<file path="src/rtl/reltmr_pkg.sv">
package reltmr_pkg;
  typedef enum logic [1:0] {
    ST_STOP = 2'd0,
    ST_WAIT = 2'd1,
    ST_LOAD = 2'd2,
    ST_RUN  = 2'd3
  } tmr_state_e;

  typedef enum logic [1:0] {
    EDGE_NONE = 2'd0,
    EDGE_RISE = 2'd1,
    EDGE_FALL = 2'd2,
    EDGE_BOTH = 2'd3
  } edge_sel_e;
endpackage

</file>
<file path="src/rtl/reltmr_trig.sv">
module reltmr_trig #(
  parameter int SYNC_STAGES = 2
) (
  input  logic       clk,
  input  logic       rst_n,
  input  logic       pin,
  input  logic [1:0] edge_sel,
  output logic       edge_hit
);
  import reltmr_pkg::*;

  logic [SYNC_STAGES-1:0] sync_q;
  logic                   last_q;
  logic                   rise, fall;

  for (genvar i = 0; i < SYNC_STAGES; i++) begin : g_stage
    if (i == 0) begin : g_first
      always_ff @(posedge clk or negedge rst_n) begin
        if (!rst_n) sync_q[0] <= 1'b0;
        else        sync_q[0] <= pin;
      end
    end else begin : g_next
      always_ff @(posedge clk or negedge rst_n) begin
        if (!rst_n) sync_q[i] <= 1'b0;
        else        sync_q[i] <= sync_q[i-1];
      end
    end
  end

  always_ff @(posedge clk or negedge rst_n) begin
    if (!rst_n) last_q <= 1'b0;
    else        last_q <= sync_q[SYNC_STAGES-1];
  end

  assign rise = sync_q[SYNC_STAGES-1] & ~last_q;
  assign fall = ~sync_q[SYNC_STAGES-1] & last_q;

  always_comb begin
    case (edge_sel_e'(edge_sel))
      EDGE_RISE: edge_hit = rise;
      EDGE_FALL: edge_hit = fall;
      EDGE_BOTH: edge_hit = rise | fall;
      default:   edge_hit = 1'b0;
    endcase
  end
endmodule

</file>
<file path="src/rtl/reltmr_ctrl.sv">
module reltmr_ctrl (
  input  logic                   clk,
  input  logic                   rst_n,
  input  logic                   cnt_en,
  input  logic                   sw_trig,
  input  logic                   ext_hit,
  input  logic                   uf_evt,
  input  logic                   reload_mode,
  output reltmr_pkg::tmr_state_e state_q
);
  import reltmr_pkg::*;

  tmr_state_e state_d;

  always_comb begin
    state_d = state_q;
    if (!cnt_en) begin
      state_d = ST_STOP;
    end else begin
      case (state_q)
        ST_STOP: state_d = sw_trig ? ST_LOAD : ST_WAIT;
        ST_WAIT: if (sw_trig || ext_hit) state_d = ST_LOAD;
        ST_LOAD: state_d = ST_RUN;
        ST_RUN: begin
          if (sw_trig)     state_d = ST_LOAD;
          else if (uf_evt) state_d = reload_mode ? ST_LOAD : ST_WAIT;
        end
        default: state_d = ST_STOP;
      endcase
    end
  end

  always_ff @(posedge clk or negedge rst_n) begin
    if (!rst_n) state_q <= ST_STOP;
    else        state_q <= state_d;
  end
endmodule

</file>
<file path="src/rtl/reltmr_count.sv">
module reltmr_count #(
  parameter int W = 16
) (
  input  logic                   clk,
  input  logic                   rst_n,
  input  reltmr_pkg::tmr_state_e state,
  input  logic                   cnt_en,
  input  logic                   tick,
  input  logic                   reload_we,
  input  logic [W-1:0]           reload_wdata,
  input  logic                   uf_clr,
  output logic [W-1:0]           count_q,
  output logic [W-1:0]           reload_q,
  output logic                   uf_evt,
  output logic                   uf_flag
);
  import reltmr_pkg::*;

  localparam logic [W-1:0] ZERO = '0;
  localparam logic [W-1:0] ONE  = W'(1);

  logic step;

  assign step   = (state == ST_RUN) && cnt_en && tick;
  assign uf_evt = step && (count_q == ZERO);

  always_ff @(posedge clk or negedge rst_n) begin
    if (!rst_n)         reload_q <= ZERO;
    else if (reload_we) reload_q <= reload_wdata;
  end

  always_ff @(posedge clk or negedge rst_n) begin
    if (!rst_n)                  count_q <= ZERO;
    else if (state == ST_LOAD)   count_q <= reload_q;
    else if (step)               count_q <= count_q - ONE;
  end

  always_ff @(posedge clk or negedge rst_n) begin
    if (!rst_n)      uf_flag <= 1'b0;
    else if (uf_evt) uf_flag <= 1'b1;
    else if (uf_clr) uf_flag <= 1'b0;
  end
endmodule

</file>
<file path="src/rtl/reltmr_out.sv">
module reltmr_out (
  input  logic                   clk,
  input  logic                   rst_n,
  input  reltmr_pkg::tmr_state_e state,
  input  logic                   reload_mode,
  input  logic                   out_pol,
  input  logic                   port_val,
  input  logic                   uf_evt,
  output logic                   tmr_out
);
  import reltmr_pkg::*;

  logic tog_q;

  always_ff @(posedge clk or negedge rst_n) begin
    if (!rst_n)                                   tog_q <= 1'b0;
    else if (state == ST_STOP || state == ST_WAIT) tog_q <= 1'b0;
    else if (uf_evt && reload_mode)               tog_q <= ~tog_q;
  end

  always_comb begin
    case (state)
      ST_STOP: tmr_out = port_val;
      ST_WAIT: tmr_out = out_pol;
      ST_LOAD: tmr_out = reload_mode ? (out_pol ^ tog_q) : out_pol;
      default: tmr_out = reload_mode ? (out_pol ^ tog_q) : ~out_pol;
    endcase
  end
endmodule

</file>
<file path="src/rtl/reload_timer.sv">
module reload_timer #(
  parameter int W           = 16,
  parameter int SYNC_STAGES = 2
) (
  input  logic         clk,
  input  logic         rst_n,
  input  logic         cnt_en,
  input  logic         sw_trig,
  input  logic         reload_mode,
  input  logic         reload_we,
  input  logic [W-1:0] reload_wdata,
  input  logic         uf_clr,
  input  logic         irq_en,
  input  logic         out_pol,
  input  logic [1:0]   edge_sel,
  input  logic         ext_trig,
  input  logic         tick,
  input  logic         port_val,
  output logic         tmr_out,
  output logic [1:0]   tmr_state,
  output logic [W-1:0] count,
  output logic         uf_flag,
  output logic         irq
);
  import reltmr_pkg::*;

  tmr_state_e   state_q;
  logic         ext_hit;
  logic         uf_evt;
  logic [W-1:0] reload_q;

  reltmr_trig #(.SYNC_STAGES(SYNC_STAGES)) u_trig (
    .clk(clk), .rst_n(rst_n), .pin(ext_trig), .edge_sel(edge_sel), .edge_hit(ext_hit)
  );

  reltmr_ctrl u_ctrl (
    .clk(clk), .rst_n(rst_n), .cnt_en(cnt_en), .sw_trig(sw_trig),
    .ext_hit(ext_hit), .uf_evt(uf_evt), .reload_mode(reload_mode), .state_q(state_q)
  );

  reltmr_count #(.W(W)) u_count (
    .clk(clk), .rst_n(rst_n), .state(state_q), .cnt_en(cnt_en), .tick(tick),
    .reload_we(reload_we), .reload_wdata(reload_wdata), .uf_clr(uf_clr),
    .count_q(count), .reload_q(reload_q), .uf_evt(uf_evt), .uf_flag(uf_flag)
  );

  reltmr_out u_out (
    .clk(clk), .rst_n(rst_n), .state(state_q), .reload_mode(reload_mode),
    .out_pol(out_pol), .port_val(port_val), .uf_evt(uf_evt), .tmr_out(tmr_out)
  );

  assign tmr_state = state_q;
  assign irq       = uf_flag & irq_en;
endmodule

</file>
<file path="config.mk">
export PLATFORM = sky130hd
export DESIGN_NAME = reload_timer
export DESIGN_NICKNAME = d
export VERILOG_FILES = /design/src/rtl/reltmr_pkg.sv /design/src/rtl/reltmr_trig.sv /design/src/rtl/reltmr_ctrl.sv /design/src/rtl/reltmr_count.sv /design/src/rtl/reltmr_out.sv /design/src/rtl/reload_timer.sv
export SDC_FILE = /design/constraint.sdc
export NUM_CORES = 1
export LEC_CHECK = 0
export BUFFER_PORTS_ARGS = -buffer_cell sky130_fd_sc_hd__clkbuf_2
export CAP_MARGIN = 20
export CORE_MARGIN = 5
export CORE_UTILIZATION = 47
export CTS_BUF_LIST = sky130_fd_sc_hd__clkbuf_16
export DETAILED_ROUTE_END_ITERATION = 8
export PLACE_DENSITY = 0.77
export SLEW_MARGIN = 20
export SYNTH_ARGS = -nofsm -noshare
export SYNTH_HDL_FRONTEND = slang
export SYNTH_SLANG_ARGS = --single-unit
</file>
<file path="constraint.sdc">
create_clock -name clk -period 1.8 [get_ports clk]
set_input_delay 0.09 -clock clk [delete_from_list [all_inputs] [get_ports clk]]
set_output_delay 0.09 -clock clk [all_outputs]
set_load 0.01 [all_outputs]
</file>
**Yosys cells after proc, flatten, opt, wreduce, memory -nomap -nowiden**

Index checks and enable logic that the tools add are counted.

- Bits in registers: 39
- Input bits: 30
- Output and inout bits: 21
- Logic and storage cells: 55

- Add/sub/neg operators: 1
- Equal/unequal tests: 8
- Multiplexer cells: 17
- Bitwise gates (word level): 9
- Reductions and logical operators: 12

Operators by type and width:

| cell | number |
|---|---|
| 16-bit two-way mux | 2 |
| 16-bit logical NOT | 1 |
| 16-bit by 1-bit subtractor with 16-bit output (second input constant) | 1 |
| 2-bit two-way mux | 6 |
| 2-bit equality test (second input constant) | 4 |
| 2-bit one-hot mux with 4 select lines | 1 |
| 1-bit two-way mux | 6 |
| 1-bit one-hot mux with 3 select lines | 2 |
| 2-bit nonzero test | 3 |
| 2-bit by 1-bit equality test with 1-bit output (second input constant) | 2 |
| 1-bit logical AND | 4 |
| 4-bit by 3-bit != test with 1-bit output (second input constant) | 1 |
| 1-bit NOT | 4 |
| 1-bit bitwise AND | 3 |
| 3-bit by 2-bit != test with 1-bit output (second input constant) | 1 |
| 2-bit logical NOT | 1 |
| 1-bit logical OR | 2 |
| 2-bit AND reduction | 1 |
| 1-bit bitwise OR | 1 |
| 1-bit XOR | 1 |

**Depth between registers and ports, before layout**

- Word-level depth: 8
- Mapped depth: 6
- Gate-level depth less buffers: 6

**Modules after synthesis**

Synthesis repeated with hierarchy kept, for this count alone.

- Cells, all modules: 177
- Area, all modules: 1934.4 sq um

By module, submodules not included:

| module | instances | cells an instance | area an instance (sq um) | seq. area each (sq um) |
|---|---|---|---|---|
| reltmr_count | 1 | 143 | 1605.3 | 825.8 |
| reltmr_trig | 1 | 12 | 133.9 | 75.1 |
| reltmr_ctrl | 1 | 12 | 107.6 | 50.0 |
| reltmr_out | 1 | 9 | 81.3 | 25.0 |
| reload_timer | 1 | 1 | 6.3 | 0.0 |

**Worst setup path before layout**

Ideal clock, no wire load.

- Path kind: reg2reg
- Start point: register u_count.count_q[0]
- End point: register u_out.tog_q
- Setup time: 78 ps
- Arrival: 1782 ps
- Required time: 1722 ps
- Slack: -60 ps
- Stages on the path, launching flop included: 7
- Path buffers: 0
- Period minus slack after synthesis: 1860 ps
- Cell sequence: dfrtp_1 > inv_1 > ha_1 > nor3b_1 > nand4_2 > or4_1 > a21boi_1

- Cells in the longest elaborated chain, start to end: 4

RTL lines:

| item | line | RTL |
|---|---|---|
| from (decl) | reltmr_count.sv:12 | `output logic [W-1:0] count_q,` |
| from (signal assigned) | reltmr_count.sv:34 | `else if (state == ST_LOAD) count_q <= reload_q;` |
| from (signal assigned) | reltmr_count.sv:35 | `else if (step) count_q <= count_q - ONE;` |
| 16-bit logical NOT | reltmr_count.sv:25 | `assign uf_evt = step && (count_q == ZERO);` |
| 1-bit logical AND | reltmr_count.sv:25 |  |
| 1-bit logical AND | reltmr_out.sv:18 | `else if (uf_evt && reload_mode) tog_q <= ~tog_q;` |
| 2-bit nonzero test (no line) | n/a |  |
| to (signal assigned) | reltmr_out.sv:18 |  |
| to (decl) | reltmr_out.sv:13 | `logic tog_q;` |

No other way between the ends.
A chain may end at the register's enable or synchronous reset.

**Worst setup path after layout**

- Start point: register u_count.count_q[10]
- End point: register u_out.tog_q

Same word-level chain as after synthesis.

==> metrics <==
Slew Limit Headroom=0.672; vias in the first global route=1615; Std-Cell Rows=23; Num CTS Buffers=5; Max Cap Viol=0; total track usage=0.181; root buffer cell=clkbuf_16; routed vias=between 1500 and 2000; vias per inst=about 5.7; maximum VDD drop=~0.60 mV; Final setup viols=0; routed wire length=~4600 um; worst r2r dst=u_out.tog_q; initial antenna violation count=0; Achievable Freq=558 MHz; Multi-input gate area=about 930 um2; die width=roughly 74 um; DRT iter0 DRCs=83; wire per inst=between 15 and 20 um; startpoint type of the worst setup path=flop; Nets=280; GRT met3 Usage=0.0588; cells on worst reg2reg path=4; first-pass GRT wire length=7560 um; Leakage=around 1.2 nW; worst endpoint data arrival time=~2000 ps; Syn Nets=208; clk_lat worst skew=roughly 280 ps; DR DRC count=0; Ports=around 50; Final GP Congestion=0.823; sequential fraction of the synthesis area=0.509; n_diodes=0; Worst Tran Pin Value=roughly 500 ps; met1 GRT Util=0.240; Combinational Power Share=0.265; crit end category=flop; die height=~74 um; Post-synth ARST share=1.00; Synth Instances=175; min-delay src=reload_wdata[8]; RR Startpoint=u_count.count_q[10]; peak fanout along the critical path=5; Layout fillers=315; CORE AREA=approximately 4000 um2; area grow syn2layout=34.3%; worst hold slack=40.2 ps; clock power share=0.306; Switching Fraction=0.312; die area=5460 um2; Final Hold Viols=0; internal power=~1.9 mW; Clock transition at path regs=roughly 60 ps; P_sw=between 0.8 and 0.9 mW; Post-Syn Area=1920 um2; R2R Setup Slk=around 6.4 ps; Reg area=976 um2; remaining antenna violation count=0; ys flop type=dfrtp_1; register bit total from synthesis=39; Synth cell types=between 40 and 50; GRT busiest layer=met2; cell depth of the worst hold path=2; largest net degree at the start of global routing=40; RSZ-0062 raised after global routing=yes; met2 usage=0.285; Hold EP=u_count.reload_q[8]; synthesized area per cell=approximately 11 um2; IO buf count=50; first-pass detailed-route iteration total=5; Hold Path Class=primary input to flop; CTS Buffer Depth=2; WP data required=around 2000 ps; fin crit period=about 1800 ps; Power Dens Cells=between 1000 and 1500 nW/um2; EDFF count, synth=0; outcome=finished, final reports clean; GRT Residual Overflow=0; CP Class=flop to flop; final core occ=0.649; Initial Util=0.483; clock sink count=39; CTS tree=built; period utilization=0.996; sequential share of power=0.428; H-tree levels=2; Layout Skew=3.48 ps; fin. max-slew vios=0; Yosys warning count=0; DP HPWL=3160 um; fraction of layout cells with a size suffix above 1=0.423
[power by group through the flow]
stage	clock, mW	sequential (mW)	combinational (mW)
after floorplan	0	1.20	0.295
after global placement	0	1.16	0.645
after detailed placement	0	1.16	0.656
after CTS	0.852	1.15	0.665
after global routing	0.901	1.19	0.808
final	0.834	1.17	0.723
[metal layers]
| layer | vias to the layer above | part of all wire |
|---|---|---|
| met2 | 79 | 0.47 |
| met3 | 6 | 0.089 |
| met5 | - | 0 |
| met4 | 0 | 0.021 |
| li1 | 803 | - |
| met1 | 809 | 0.42 |
[cells by family after synthesis]
kind of cell    share of synthesized area
xor+xnor                           0.0137
mux                                 0.115
fa+ha+maj                          0.0196
compound gates                      0.140
buf+inv                            0.0307
simple gates                        0.173
flops                               0.509
[state kept, by name (all words and copies together) (netlist names)]
name	flops
u_count.count_q	16
u_count.reload_q	16
u_count.uf_flag	1
u_ctrl.state_q	2
u_out.tog_q	1
u_trig.last_q	1
u_trig.sync_q	2
[cell type report]
cell class | count | share of cell area
well taps | 50 | 0.0243
clock inverters | 3 | 0.00631
inverters | 6 | 0.00874
clock buffers | 5 | 0.0486
multi-input cells | 121 | 0.362
repair buffers | 74 | 0.171
flip-flops and latches | 39 | 0.379
[stage by stage]
step | setup TNS, ps | std cells | area (um2) | setup WS [ps] | total power [mW]
floorplan | 0 | 175 | 1930 | 14.8 | 1.50
global placement | 0 | 282 | 2320 | 84.7 | 1.80
detailed placement | 0 | 282 | 2320 | 38.9 | 1.82
CTS | 0 | 293 | 2490 | 10.8 | 2.67
global route | -274 | 298 | 2580 | -102 | 2.90
finish | 0 | 298 | 2580 | 6.42 | 2.72
[cells in the final DEF, fill, tap and decap left out, drive strengths merged, types with 5 or more instances in the layout]
cell type | synthesis | final
o21ai | 10 | 10
inv | 6 | 7
o211ai | 7 | 7
mux2 | 16 | 16
nand2 | 17 | 17
buf | 2 | 21
or4 | 5 | 5
clkbuf | 7 | 55
nor2 | 6 | 6
dfrtp | 39 | 39
[worst max-delay path, stage by stage (launching register included)]
cell      delay [ps]
dfrtp_1          430
nor4_2           480
nand4_4          180
or4_1            490
a21boi_1         150
[synthesized netlist by cell type (all sizes together) (5+ instances only)]
cell | count | share of area
clkbuf | 7 | 0.014
dfrtp | 39 | 0.51
inv | 6 | 0.012
mux2 | 16 | 0.094
nand2 | 17 | 0.033
nor2 | 6 | 0.012
o211ai | 7 | 0.027
o21ai | 10 | 0.026
or4 | 5 | 0.022
[how the worst max path moves through the flow]
stage	end	slack, ps	cells past startpoint	start
2_1_floorplan	u_out.tog_q	10	6	u_count.count_q[0]
3_3_place_gp	u_out.tog_q	80	6	u_count.count_q[0]
3_5_place_dp	u_out.tog_q	40	6	u_count.count_q[0]
4_1_cts	u_out.tog_q	10	6	u_count.count_q[0]
5_1_grt	u_out.tog_q	-100	4	u_count.count_q[10]
6_report	u_out.tog_q	6	4	u_count.count_q[10]
[what timing repair did]
item,CTS,global route
gates resized for setup,0,12
hold endpoints to repair,41,0
hold buffers,3,0
setup buffers,0,5
endpoints found under the setup margin,0,7
Power figures use the tool's default switching activity.
